<file path="config.mk">
export PLATFORM = sky130hd
export DESIGN_NAME = move_pc_unit
export DESIGN_NICKNAME = d
export VERILOG_FILES = /design/src/rtl/pcu_pkg.sv /design/src/rtl/pcu_rst_sync.sv /design/src/rtl/pcu_decode.sv /design/src/rtl/pcu_ret_stack.sv /design/src/rtl/move_pc_unit.sv
export SDC_FILE = /design/constraint.sdc
export NUM_CORES = 1
export LEC_CHECK = 0
export BUFFER_PORTS_ARGS = -buffer_cell sky130_fd_sc_hd__buf_2
export CORE_MARGIN = 4
export CORE_UTILIZATION = 35
export DETAILED_ROUTE_END_ITERATION = 8
export PLACE_DENSITY_LB_ADDON = 0.08
export SYNTH_ARGS = -nofsm -noshare
export SYNTH_HDL_FRONTEND = slang
export SYNTH_SLANG_ARGS = --single-unit
</file>
<file path="constraint.sdc">
create_clock -name clk -period 0.8 [get_ports clk]
set_input_delay 0.16 -clock clk [delete_from_list [all_inputs] [get_ports clk]]
set_output_delay 0.16 -clock clk [all_outputs]
set_load 0.01 [all_outputs]
</file>
<file path="src/rtl/pcu_pkg.sv">
package pcu_pkg;

  localparam int unsigned DEST_W = 2;

  localparam logic [DEST_W-1:0] DST_JUMP   = 2'd0;
  localparam logic [DEST_W-1:0] DST_BRANCH = 2'd1;
  localparam logic [DEST_W-1:0] DST_CALL   = 2'd2;
  localparam logic [DEST_W-1:0] DST_RETURN = 2'd3;

  // Resolved control action after the condition has been applied
  typedef enum logic [2:0] {
    ACT_SEQ    = 3'd0,
    ACT_JUMP   = 3'd1,
    ACT_BRANCH = 3'd2,
    ACT_CALL   = 3'd3,
    ACT_RETURN = 3'd4
  } pcu_act_e;

endpackage

</file>
<file path="src/rtl/pcu_rst_sync.sv">
module pcu_rst_sync #(
  parameter int unsigned STAGES = 2
) (
  input  logic clk,
  input  logic rst_n,
  output logic rst_sync_n
);

  logic [STAGES-1:0] chain_q;

  always_ff @(posedge clk or negedge rst_n) begin
    if (!rst_n) begin
      chain_q <= '0;
    end else begin
      chain_q <= {chain_q[STAGES-2:0], 1'b1};
    end
  end

  assign rst_sync_n = chain_q[STAGES-1];

endmodule

</file>
<file path="src/rtl/pcu_decode.sv">
module pcu_decode
  import pcu_pkg::*;
(
  input  logic              mv_valid,
  input  logic [DEST_W-1:0] mv_dest,
  input  logic              cond_flag,
  output pcu_act_e          act
);

  always_comb begin
    act = ACT_SEQ;
    if (mv_valid) begin
      unique case (mv_dest)
        DST_JUMP:   act = ACT_JUMP;
        DST_BRANCH: act = cond_flag ? ACT_BRANCH : ACT_SEQ;
        DST_CALL:   act = ACT_CALL;
        DST_RETURN: act = cond_flag ? ACT_RETURN : ACT_SEQ;
        default:    act = ACT_SEQ;
      endcase
    end
  end

endmodule

</file>
<file path="src/rtl/pcu_ret_stack.sv">
module pcu_ret_stack #(
  parameter int unsigned DEPTH  = 8,
  parameter int unsigned DATA_W = 16
) (
  input  logic              clk,
  input  logic              rst_n,
  input  logic              push_req,
  input  logic              pop_req,
  input  logic [DATA_W-1:0] push_data,
  output logic [DATA_W-1:0] top_data,
  output logic              empty,
  output logic              full,
  output logic              ovf_sticky,
  output logic              unf_sticky
);

  localparam int unsigned CNT_W = $clog2(DEPTH + 1);
  localparam int unsigned IDX_W = (DEPTH > 1) ? $clog2(DEPTH) : 1;

  logic [CNT_W-1:0]  cnt_q, cnt_d;
  logic              ovf_q, ovf_d;
  logic              unf_q, unf_d;
  logic              push_ok, pop_ok;
  logic [IDX_W-1:0]  rd_idx;
  logic [DATA_W-1:0] mem [DEPTH];

  assign empty   = (cnt_q == '0);
  assign full    = (cnt_q == CNT_W'(DEPTH));
  assign push_ok = push_req && !full;
  assign pop_ok  = pop_req && !empty;
  assign rd_idx  = IDX_W'(cnt_q - CNT_W'(1));

  always_comb begin
    cnt_d = cnt_q;
    if (push_ok) begin
      cnt_d = cnt_q + CNT_W'(1);
    end else if (pop_ok) begin
      cnt_d = cnt_q - CNT_W'(1);
    end
    ovf_d = ovf_q | (push_req && full);
    unf_d = unf_q | (pop_req && empty);
  end

  always_ff @(posedge clk or negedge rst_n) begin
    if (!rst_n) begin
      cnt_q <= '0;
      ovf_q <= 1'b0;
      unf_q <= 1'b0;
    end else begin
      cnt_q <= cnt_d;
      ovf_q <= ovf_d;
      unf_q <= unf_d;
    end
  end

  // One enabled storage row per entry, no reset needed on data
  for (genvar i = 0; i < DEPTH; i++) begin : g_row
    logic row_en;
    assign row_en = push_ok && (cnt_q == CNT_W'(i));
    always_ff @(posedge clk) begin
      if (row_en) begin
        mem[i] <= push_data;
      end
    end
  end

  assign top_data   = empty ? '0 : mem[rd_idx];
  assign ovf_sticky = ovf_q;
  assign unf_sticky = unf_q;

  // an accepted push raises the occupancy by exactly one
  a_r7_push_depth: assert property (@(posedge clk) disable iff (!rst_n)
    (push_req && !full) |=> (cnt_q == $past(cnt_q) + CNT_W'(1)));

  // occupancy never exceeds the configured depth
  a_r7_depth_bound: assert property (@(posedge clk) disable iff (!rst_n)
    cnt_q <= CNT_W'(DEPTH));

  // push on a full stack leaves occupancy and flags overflow
  a_r8_full_push: assert property (@(posedge clk) disable iff (!rst_n)
    (push_req && full) |=> (ovf_sticky && $stable(cnt_q)));

  // pop on an empty stack flags underflow
  a_r9_empty_pop: assert property (@(posedge clk) disable iff (!rst_n)
    (pop_req && empty) |=> (unf_sticky && empty));

  // error flags never drop without reset
  a_r10_ovf_hold: assert property (@(posedge clk) disable iff (!rst_n)
    ovf_sticky |=> ovf_sticky);
  a_r10_unf_hold: assert property (@(posedge clk) disable iff (!rst_n)
    unf_sticky |=> unf_sticky);

endmodule

</file>
<file path="src/rtl/move_pc_unit.sv">
module move_pc_unit
  import pcu_pkg::*;
#(
  parameter int unsigned ADDR_W      = 16,
  parameter int unsigned STACK_DEPTH = 8
) (
  input  logic              clk,
  input  logic              rst_n,
  input  logic              mv_valid,
  input  logic [1:0]        mv_dest,
  input  logic [ADDR_W-1:0] mv_data,
  input  logic              cond_flag,
  output logic [ADDR_W-1:0] fetch_addr,
  output logic              stk_overflow,
  output logic              stk_underflow
);

  logic              rst_i_n;
  pcu_act_e          act;
  logic [ADDR_W-1:0] pc_q, pc_d, pc_inc, ret_top;
  logic              stk_empty, stk_full;
  logic              push_req, pop_req;

  pcu_rst_sync #(.STAGES(2)) u_rst_sync (
    .clk        (clk),
    .rst_n      (rst_n),
    .rst_sync_n (rst_i_n)
  );

  pcu_decode u_decode (
    .mv_valid  (mv_valid),
    .mv_dest   (mv_dest),
    .cond_flag (cond_flag),
    .act       (act)
  );

  assign pc_inc   = pc_q + ADDR_W'(1);
  assign push_req = (act == ACT_CALL);
  assign pop_req  = (act == ACT_RETURN);

  pcu_ret_stack #(.DEPTH(STACK_DEPTH), .DATA_W(ADDR_W)) u_stack (
    .clk        (clk),
    .rst_n      (rst_i_n),
    .push_req   (push_req),
    .pop_req    (pop_req),
    .push_data  (pc_inc),
    .top_data   (ret_top),
    .empty      (stk_empty),
    .full       (stk_full),
    .ovf_sticky (stk_overflow),
    .unf_sticky (stk_underflow)
  );

  always_comb begin
    pc_d = pc_inc;
    unique case (act)
      ACT_JUMP:   pc_d = mv_data;
      ACT_CALL:   pc_d = mv_data;
      ACT_BRANCH: pc_d = pc_q + mv_data;
      ACT_RETURN: pc_d = stk_empty ? pc_inc : ret_top;
      default:    pc_d = pc_inc;
    endcase
  end

  always_ff @(posedge clk or negedge rst_i_n) begin
    if (!rst_i_n) begin
      pc_q <= '0;
    end else begin
      pc_q <= pc_d;
    end
  end

  assign fetch_addr = pc_q;

  // without a move the counter steps by one
  a_r2_seq_step: assert property (@(posedge clk) disable iff (!rst_i_n)
    !mv_valid |=> (fetch_addr == $past(fetch_addr) + ADDR_W'(1)));

  // a jump lands on the moved value
  a_r3_jump_target: assert property (@(posedge clk) disable iff (!rst_i_n)
    (mv_valid && mv_dest == DST_JUMP) |=> (fetch_addr == $past(mv_data)));

  // a taken branch is relative to the current counter
  a_r4_branch_taken: assert property (@(posedge clk) disable iff (!rst_i_n)
    (mv_valid && mv_dest == DST_BRANCH && cond_flag)
      |=> (fetch_addr == $past(fetch_addr) + $past(mv_data)));

  // a call always lands on the moved value
  a_r5_call_target: assert property (@(posedge clk) disable iff (!rst_i_n)
    (mv_valid && mv_dest == DST_CALL) |=> (fetch_addr == $past(mv_data)));

  // a return with the flag clear just steps
  a_r6_ret_not_taken: assert property (@(posedge clk) disable iff (!rst_i_n)
    (mv_valid && mv_dest == DST_RETURN && !cond_flag)
      |=> (fetch_addr == $past(fetch_addr) + ADDR_W'(1)));

endmodule

</file>
==> results of run 1 <==
-- routing by layer --
layer	up-vias	track usage	part of all wire
li1	2243	-	-
met1	2561	0.270	0.47
met2	113	0.293	0.48
met3	15	0.0394	0.039
met4	0	0.0526	0.010
met5	-	0	0
-- placed cells by master (no fill, tap or decap), drive strengths merged, types with 3 or more instances in the layout --
cell type  instances
nor2b              4
nor3               3
ha                20
nand2             22
inv               18
nand4              6
a31oi              3
clkinvlp           3
a21o               5
xnor2             21
dfrtp             24
nor2              15
mux2               9
a222oi            10
and2               7
clkbuf            21
mux4              32
buf              227
mux2i              9
o21ai             19
xor2              11
edfxtp           128
a21oi             13
nand2b             4
clkinv             6
nand3             13
-- power by group through the flow --
stage | clock network [W] | logic (W) | registers (W)
after floorplan | 0 | 0.00929 | 0.0112
after global routing | 0.00846 | 0.0219 | 0.0106
after detailed placement | 0 | 0.0162 | 0.0106
after global placement | 0 | 0.0162 | 0.0106
final | 0.00794 | 0.0205 | 0.0105
after CTS | 0.00809 | 0.0180 | 0.0105
-- sequential cells by signal (all words and copies together), names as in the netlist --
signal,count
u_stack.mem,128
fetch_addr,16
u_stack.cnt_q,4
u_rst_sync.chain_q,2
u_stack.ovf_sticky,1
u_stack.unf_sticky,1
-- cell type report --
type                    count  share of cell area
flip-flops and latches    152               0.407
multi-input cells         260               0.291
repair buffers            231               0.213
clock buffers              18              0.0392
well taps                 265              0.0303
clock inverters            14              0.0136
inverters                  15             0.00583
-- worst register-to-register path, stage by stage (launching register included) --
cell	delay (ns)
dfrtp_2	0.46
inv_8	0.04
ha_4	0.32
buf_6	0.15
buf_6	0.10
mux4_2	0.31
mux2_4	0.28
a222oi_1	0.28
o21ai_1	0.11
-- timing repair --
item,in CTS,in global routing
gates resized for setup,78,80
hold endpoints to repair,3,1
endpoints found under the setup margin,296,296
pin swaps,35,38
gates cloned,3,2
buffers inserted,15,38
-- stage by stage --
step / setup TNS [ns] / hold WS [ns] / std cells
global placement: -226.22 / -0.0559 / 877
finish: -240.88 / 0.0198 / 955
detailed placement: -229.41 / -0.0517 / 877
floorplan: -177.63 / -0.136 / 441
CTS: -242.86 / -0.0219 / 928
global route: -256.46 / 0.0190 / 955
-- final timing paths --
path / start / endpoint / slack (ns)
worst max-delay path: u_stack.cnt_q[0] / fetch_addr[13] / -1.38
worst min-delay path: mv_data[4] / fetch_addr[4] / 0.02
worst max register to register: u_stack.cnt_q[0] / fetch_addr[13] / -1.38
worst min register to register: u_rst_sync.chain_q[1] / u_stack.cnt_q[3] / 0.23
max in group asynchronous: u_rst_sync.chain_q[1] / fetch_addr[6] / 0.41
min in group asynchronous: rst_n / u_rst_sync.chain_q[0] / 0.04
-- logic make-up after synthesis --
logic type / share of synthesized area
flops: 0.635
simple gates: 0.0592
compound gates: 0.0722
mux: 0.133
xor+xnor: 0.0399
buf+inv: 0.0216
fa+ha+maj: 0.0386
other cells: 0.000536
==> impl_metrics.env, run 1 <==
export IMPL_outcome="finished with violations"
export IMPL_violations="setup timing"
export IMPL_yosysWarnings=0
export IMPL_p_sw_w=0.0126
export IMPL_via_per_inst=5.16
export IMPL_max_stage_delay_ns=0.46
export IMPL_grt_pass1_wl_um=30900
export IMPL_gp_congestion=0.810
export IMPL_switching_share=0.325
export IMPL_dr_first_iter_drc_count=335
export IMPL_routedWlPerCell_um=21.1
export IMPL_finalSetupViolations=296
export IMPL_cp_common_cell="buf_6"
export IMPL_yosysTopAreaCell="edfxtp_1"
export IMPL_rsz0062_at_grt="yes"
export IMPL_totalWireLength_um=20100
export IMPL_dp_hpwl_um=13500
export IMPL_hold_viol_final=0
export IMPL_synthTopCellsByArea="edfxtp_1 55%, mux4_2 8.7%, dfrtp_1 8.6%"
export IMPL_reg2reg_depth=8
export IMPL_cts_buffers=17
export IMPL_place_area_mm2=0.00925
export IMPL_fmax_mhz=460
export IMPL_cts_root_buf="clkbuf_16"
export IMPL_initial_utilization=0.357
export IMPL_worst_path_buf_inv=3
export IMPL_diodes=0
export IMPL_start_kind="flop"
export IMPL_regArea_mm2=0.00445
export IMPL_route_vias_total=4932
export IMPL_cts_sinks=152
export IMPL_tritoncts="built"
export IMPL_holdBufCountCts=1
export IMPL_clkPwrFrac=0.204
export IMPL_combPwrFrac=0.527
export IMPL_p_per_area_mw_per_mm2=3560
export IMPL_power_frac_seq=0.269
export IMPL_grtUsageTotal=0.188
export IMPL_crit_cells=8
export IMPL_portBuffers=39
export IMPL_worstSetupPathType="reg2reg"
export IMPL_multi_input_area_mm2=0.00318
export IMPL_power_w=0.0390
export IMPL_n_fill_cell=1572
export IMPL_yosysTopAreaCellShare=0.549
export IMPL_synth_area_mm2=0.00700
export IMPL_pre_cts_slack_ns=-1.50
export IMPL_post_synth_top_count_cell="edfxtp_1"
export IMPL_nNetsFinal=720
export IMPL_synth_edf_count=128
export IMPL_ys_flop_type="edfxtp_1"
export IMPL_synth_area_per_cell_um2=15.9
export IMPL_synth_seq_area_share=0.635
export IMPL_fp_dieW_um=149
export IMPL_area_delta_synth_final_pct=56.3
export IMPL_dieHeight_um=149
export IMPL_cts_max_level=4
export IMPL_period_share=2.72
export IMPL_cap_violations=0
export IMPL_drc=0
export IMPL_whs_path_depth=2
export IMPL_io_pins=40
export IMPL_crit_slowest_cell="dfrtp_2"
export IMPL_clkLatencyLatePin_ns=0.43
export IMPL_ys_types=55
export IMPL_cp_end_kind="flop"
export IMPL_critPathMaxFanout=5
export IMPL_drtPass1Iterations=5
export IMPL_final_cell_area_mm2=0.0109
export IMPL_antenna_found_initial=0
export IMPL_final_util=0.558
export IMPL_path_cells="inv_8 -> ha_4 -> buf_6 -> buf_6 -> mux4_2 -> mux2_4 -> a222oi_1 -> o21ai_1"
export IMPL_core_mm2=0.0196
export IMPL_synth_common_cells="128 x edfxtp_1, 27 x mux4_2, 24 x dfrtp_1"
export IMPL_finalMaxSlewViolations=0
export IMPL_synth_fp_nets=484
export IMPL_clk_pin_slew_worst_paths_ns=0.06
export IMPL_grt_remaining_overflow=0
export IMPL_synth_cells=441
export IMPL_leakagePower_nw=4.27
export IMPL_finClkSkew_ns=0.0107
export IMPL_grt_pass1_vias=5140
export IMPL_worstPathRequired_ns=1.10
export IMPL_async_reset_ff_frac=0.158
export IMPL_cellInternalPower_w=0.0263
export IMPL_worstHoldPathType="in2reg"
export IMPL_fin_ws_ns=-1.38
export IMPL_grt_max_degree=18
export IMPL_ys_seq_elements=152
export IMPL_path_delay_family="multiplexers"
export IMPL_cts_buffer_depth=2
export IMPL_arrival_ns=2.47
export IMPL_ant_nets=0
export IMPL_layout_drive_gt1_share=0.581
export IMPL_fin_crit_ns=2.18
export IMPL_vdd_drop_max_v=0.00223
export IMPL_rows=51
export IMPL_die_area_mm2=0.0223
Note: power is estimated with default switching activity, not from simulation.
==> run 2, diff against run 1 <==
--- a/config.mk
+++ b/config.mk
@@ -8,6 +8,7 @@
 export BUFFER_PORTS_ARGS = -buffer_cell sky130_fd_sc_hd__buf_2
 export CORE_MARGIN = 4
 export CORE_UTILIZATION = 35
+export CTS_BUF_LIST = sky130_fd_sc_hd__clkbuf_8
 export DETAILED_ROUTE_END_ITERATION = 8
 export PLACE_DENSITY_LB_ADDON = 0.08
 export SYNTH_ARGS = -nofsm -noshare
==> impl_metrics.env, run 2 (same netlist as run 1, synthesis figures left out) <==
export IMPL_outcome="finished with violations"
export IMPL_violations="setup timing"
export IMPL_drc=0
export IMPL_worstHoldPathType="in2reg"
export IMPL_portBuffers=39
export IMPL_cts_sinks=152
export IMPL_routedWlPerCell_um=20.8
export IMPL_dieHeight_um=149
export IMPL_diodes=0
export IMPL_via_per_inst=5.09
export IMPL_critPathMaxFanout=5
export IMPL_grt_remaining_overflow=0
export IMPL_arrival_ns=2.53
export IMPL_rows=51
export IMPL_io_pins=40
export IMPL_gp_congestion=0.810
export IMPL_ant_nets=0
export IMPL_pre_cts_slack_ns=-1.50
export IMPL_layout_cells_most_common="edfxtp_1"
export IMPL_worstPathRequired_ns=1.12
export IMPL_nNetsFinal=715
export IMPL_core_mm2=0.0196
export IMPL_hold_viol_final=0
export IMPL_drtPass1Iterations=5
export IMPL_grt_pass1_wl_um=30800
export IMPL_whs_path_depth=3
export IMPL_cts_buffers=17
export IMPL_rsz0062_at_grt="yes"
export IMPL_clk_pin_slew_worst_paths_ns=0.09
export IMPL_finClkSkew_ns=0.0124
export IMPL_clkLatencyLatePin_ns=0.45
export IMPL_min_to="fetch_addr[1]"
export IMPL_area_delta_synth_final_pct=51.8
export IMPL_cts_buffer_depth=2
export IMPL_totalWireLength_um=19700
export IMPL_timing_hold_ws_ns=0.0305
export IMPL_reg2reg_from="u_stack.cnt_q[0]"
export IMPL_layout_drive_gt1_share=0.571
export IMPL_dr_first_iter_drc_count=331
export IMPL_cts_max_level=4
export IMPL_fmax_mhz=453
export IMPL_fin_crit_ns=2.21
export IMPL_tritoncts="built"
export IMPL_initial_utilization=0.357
export IMPL_reg2reg_depth=8
export IMPL_regToRegSetupSlack_ns=-1.41
export IMPL_fin_ws_ns=-1.41
export IMPL_dp_hpwl_um=13500
export IMPL_worstSetupPathType="reg2reg"
export IMPL_largest_register_ffs=128
export IMPL_vdd_drop_max_v=0.00155
export IMPL_route_vias_total=4839
export IMPL_met1_length_um=9350
export IMPL_cp_end_kind="flop"
export IMPL_antenna_found_initial=0
export IMPL_routed_wl_met3_um=771
export IMPL_cap_violations=0
export IMPL_layout_common_cells="128 x edfxtp_1, 97 x buf_4, 66 x buf_6"
export IMPL_start_kind="flop"
export IMPL_finalMaxSlewViolations=0
export IMPL_cts_root_buf="clkbuf_8"
export IMPL_grtUsageTotal=0.188
export IMPL_fp_dieW_um=149
export IMPL_finalSetupViolations=296
export IMPL_period_share=2.76
export IMPL_grt_pass1_vias=5155
export IMPL_leakagePower_nw=4.13
export IMPL_regMostFlops="u_stack.mem"
export IMPL_grt_max_degree=18
export IMPL_route_met2_wl_um=9370
export IMPL_worst_r2r_endpoint="fetch_addr[13]"
export IMPL_p_per_area_mw_per_mm2=3400
export IMPL_die_area_mm2=0.0223
export IMPL_worstHoldStart="mv_data[1]"
export IMPL_maxUsedRoutingLayer="met4"
run 2: critical path, stage by stage (launching register included):
cell      delay (ns)
dfrtp_2         0.47
inv_8           0.04
ha_4            0.32
buf_6           0.14
buf_4           0.11
mux4_2          0.31
mux2_4          0.28
a222oi_1        0.31
o21ai_1         0.11
run 2: per-stage QoR:
| step | std cells | cell area, um2 | util | TNS (ns) | total power [W] |
|---|---|---|---|---|---|
| global route | 950 | 10600 | 0.542 | -250.61 | 0.0383 |
| finish | 950 | 10600 | 0.542 | -235.66 | 0.0362 |
| CTS | 933 | 10300 | 0.524 | -242.40 | 0.0351 |
| global placement | 877 | 9250 | 0.472 | -226.22 | 0.0267 |
| detailed placement | 877 | 9250 | 0.472 | -229.41 | 0.0268 |
| floorplan | 441 | 7540 | - | -177.63 | 0.0205 |
run 2: routing by layer:
| metal | GRT usage | vias to the layer above |
|---|---|---|
| li1 | - | 2225 |
| met1 | 0.271 | 2499 |
| met2 | 0.293 | 97 |
| met3 | 0.0415 | 18 |
| met4 | 0.0458 | 0 |
| met5 | 0 | - |
run 2: how the worst max path moves through the flow:
stage          slack [ns]  depth (start not counted)             start              to
3_3_place_gp        -1.42                         10     fetch_addr[0]  fetch_addr[14]
3_5_place_dp        -1.50                         10     fetch_addr[0]  fetch_addr[14]
6_report            -1.41                          8  u_stack.cnt_q[0]  fetch_addr[13]
4_1_cts             -1.38                          7  u_stack.cnt_q[0]   fetch_addr[9]
2_1_floorplan       -1.47                         10  u_stack.cnt_q[0]   fetch_addr[5]
5_1_grt             -1.48                          7  u_stack.cnt_q[0]  fetch_addr[14]
run 2: power by group:
| part | switching, W | total, W | leakage [nW] | internal [W] |
|---|---|---|---|---|
| logic | 0.00861 | 0.0199 | 2.50 | 0.0113 |
| registers | 0.000454 | 0.0105 | 1.44 | 0.0100 |
| clock network | 0.00300 | 0.00577 | 0.192 | 0.00278 |
run 2: layout make-up:
class	count	area [um2]
clock buffers	17	234
clock inverters	15	153
fillers	1604	8970
inverters	15	63.8
multi-input cells	260	3160
flip-flops and latches	152	4460
well taps	265	332
repair buffers	226	2220
run 2: timing repair:
item / CTS / global route
hold buffers: 4 / 0
endpoints found under the setup margin: 296 / 296
gates cloned: 4 / 0
buffers inserted: 16 / 32
endpoints found under the hold margin: 5 / 0
pin swaps: 33 / 30
resized for setup: 77 / 73
==> run 3, diff against run 2 <==
--- a/config.mk
+++ b/config.mk
@@ -13,4 +13,5 @@
 export PLACE_DENSITY_LB_ADDON = 0.08
 export SYNTH_ARGS = -nofsm -noshare
 export SYNTH_HDL_FRONTEND = slang
+export SYNTH_HIERARCHICAL = 1
 export SYNTH_SLANG_ARGS = --single-unit
==> impl_metrics.env, run 3 <==
export IMPL_outcome="finished with violations"
export IMPL_violations="setup timing"
export IMPL_fmax_mhz=434
export IMPL_finalMaxSlewViolations=0
export IMPL_antenna_found_initial=0
export IMPL_async_reset_ff_frac=0.158
export IMPL_cts_buffers=17
export IMPL_start_kind="flop"
export IMPL_finClkSkew_ns=0.0132
export IMPL_ys_types=63
export IMPL_place_inst=1056
export IMPL_gp_congestion=0.879
export IMPL_drtPass1Iterations=5
export IMPL_layoutNonFillerInstCount=1169
export IMPL_switching_share=0.377
export IMPL_grt_max_degree=24
export IMPL_totalWireLength_um=24100
export IMPL_synth_common_cells="128 x edfxtp_1, 67 x mux2i_1, 59 x nand3_1"
export IMPL_cts_sinks=152
export IMPL_grtUsageTotal=0.201
export IMPL_grt_pass1_wl_um=37000
export IMPL_fin_ws_ns=-1.50
export IMPL_synth_area_mm2=0.00768
export IMPL_clkLatencyLatePin_ns=0.45
export IMPL_nNetsFinal=925
export IMPL_leakagePower_nw=4.78
export IMPL_synth_seq_area_share=0.579
export IMPL_regToRegSetupSlack_ns=-1.50
export IMPL_grt_pass1_vias=6368
export IMPL_combPwrFrac=0.657
export IMPL_synth_area_per_cell_um2=12.6
export IMPL_drc=0
export IMPL_post_synth_top_count_cell="edfxtp_1"
export IMPL_rsz0062_at_grt="yes"
export IMPL_worst_r2r_endpoint="fetch_addr[5]"
export IMPL_vdd_drop_max_v=0.00183
export IMPL_power_frac_seq=0.226
export IMPL_routedWlPerCell_um=20.6
export IMPL_finalSetupViolations=296
export IMPL_route_vias_total=6162
export IMPL_synthTopCellsByArea="edfxtp_1 50%, mux2i_1 8.7%, dfrtp_1 7.8%"
export IMPL_synth_cells=609
export IMPL_layout_common_cells="136 x buf_4, 128 x edfxtp_1, 64 x buf_6"
export IMPL_worstSetupPathType="reg2reg"
export IMPL_area_delta_synth_final_pct=54.9
export IMPL_p_sw_w=0.0177
export IMPL_cellInternalPower_w=0.0293
export IMPL_min_to="fetch_addr[0]"
export IMPL_critPathMaxFanout=8
export IMPL_synth_edf_count=128
export IMPL_dr_first_iter_drc_count=293
export IMPL_dieHeight_um=156
export IMPL_worstHoldStart="mv_data[0]"
export IMPL_cp_end_kind="flop"
export IMPL_clk_pin_slew_worst_paths_ns=0.09
export IMPL_n_fill_cell=1746
export IMPL_dp_hpwl_um=15400
export IMPL_initial_utilization=0.361
export IMPL_worstPathRequired_ns=1.13
export IMPL_ant_nets=0
export IMPL_arrival_ns=2.63
export IMPL_diodes=0
export IMPL_cap_violations=0
export IMPL_p_per_area_mw_per_mm2=3960
export IMPL_yosysTopAreaCell="edfxtp_1"
export IMPL_synth_fp_nets=653
export IMPL_regMostFlops="u_stack/mem"
export IMPL_core_mm2=0.0213
export IMPL_fp_dieW_um=156
export IMPL_worstHoldPathType="in2reg"
export IMPL_die_area_mm2=0.0244
export IMPL_layout_cells_most_common="buf_4"
export IMPL_yosysWarnings=6
export IMPL_yosysTopAreaCellShare=0.501
export IMPL_reg2reg_depth=10
export IMPL_layout_drive_gt1_share=0.475
export IMPL_rows=53
export IMPL_cts_buffer_depth=2
export IMPL_via_per_inst=5.27
export IMPL_ys_seq_elements=152
export IMPL_clkPwrFrac=0.117
export IMPL_reg2reg_from="u_stack/cnt_q[0]"
export IMPL_ys_flop_type="edfxtp_1"
export IMPL_io_pins=40
export IMPL_hold_viol_final=0
export IMPL_period_share=2.88
export IMPL_fin_crit_ns=2.30
export IMPL_portBuffers=39
export IMPL_cts_max_level=4
export IMPL_largest_register_ffs=128
export IMPL_whs_path_depth=4
export IMPL_pre_cts_slack_ns=-1.55
export IMPL_grt_remaining_overflow=0
export IMPL_timing_hold_ws_ns=0.0945
export IMPL_tritoncts="built"
export IMPL_cts_root_buf="clkbuf_8"
==> run 3: cell families (layout without fill, tap and decap cells) <==
logic type | Yosys count | in the layout | share of synthesized area
AND/OR/NAND/NOR | 179 | 179 | 0.128
flip-flops | 152 | 152 | 0.579
AO/OA/AOI/OAI | 114 | 114 | 0.104
multiplexers | 67 | 67 | 0.0874
buffers and inverters | 47 | 332 | 0.0339
XOR/XNOR | 27 | 27 | 0.0308
adder cells (fa/ha/maj) | 22 | 22 | 0.0368
other | 1 | 1 | 0.000488
==> run 3: how the worst max path moves through the flow <==
| stage | start | end | slack, ns | cells after the start |
|---|---|---|---|---|
| finish | u_stack/cnt_q[0] | fetch_addr[5] | -1.50 | 10 |
| global route | u_stack/cnt_q[0] | fetch_addr[3] | -1.59 | 10 |
| CTS | u_stack/cnt_q[1] | fetch_addr[13] | -1.49 | 12 |
| detailed placement | u_stack/cnt_q[1] | fetch_addr[5] | -1.55 | 9 |
| global placement | u_stack/cnt_q[1] | fetch_addr[10] | -1.54 | 11 |
| floorplan | u_stack/cnt_q[0] | fetch_addr[13] | -1.65 | 15 |
==> run 3: timing repair <==
item / in CTS / in global routing
pin swaps: 51 / 54
setup endpoints to repair: 296 / 296
gates resized for setup: 124 / 66
buffers inserted: 56 / 28
cloned: 8 / 2
hold buffers: 2 / 0
hold endpoints to repair: 2 / 0
==> run 3: final cells by class <==
type | instances | area (um2) | share of cell area
Tap cell | 275 | 344 | 0.0289
Multi-Input combinational cell | 410 | 3720 | 0.313
Sequential cell | 152 | 4460 | 0.375
Clock inverter | 14 | 114 | 0.00957
Clock buffer | 18 | 248 | 0.0208
Timing Repair Buffer | 286 | 2950 | 0.248
Inverter | 14 | 60.1 | 0.00505
==> run 3: layer usage <==
metal | track usage | routed length (um) | vias to the layer above
met4 | 0.0550 | 528 | 0
met1 | 0.258 | 10500 | 3038
met3 | 0.0361 | 959 | 36
met2 | 0.351 | 12100 | 160
li1 | - | - | 2928
met5 | 0 | 0 | -
==> run 3: metrics by stage <==
stage	area (um2)	util	setup TNS [ns]	power (W)
3_5_place_dp	9920	0.466	-260.10	0.0324
4_1_cts	11600	0.543	-251.50	0.0441
6_report	11900	0.559	-263.79	0.0470
2_1_floorplan	8160	-	-249.33	0.0243
3_3_place_gp	9920	0.466	-257.57	0.0322
5_1_grt	11900	0.559	-276.83	0.0496
==> run 3: power by group through the flow <==
stage          clock, W  sequential [W]  combinational [W]
4_1_cts         0.00565          0.0106             0.0278
6_report        0.00548          0.0106             0.0309
3_3_place_gp          0          0.0107             0.0215
3_5_place_dp          0          0.0107             0.0217
2_1_floorplan         0          0.0113             0.0130
5_1_grt         0.00600          0.0107             0.0329
==> run 3: worst max-delay path, cell delays in order (launching register included) <==
cell and delay, ns:
dfrtp_2 0.40, inv_4 0.06, ha_4 0.32, buf_12 0.14
buf_12 0.14, clkbuf_16 0.15, mux2i_1 0.22, nand3_1 0.09
and4_1 0.20, a222oi_1 0.33, o21ai_1 0.10
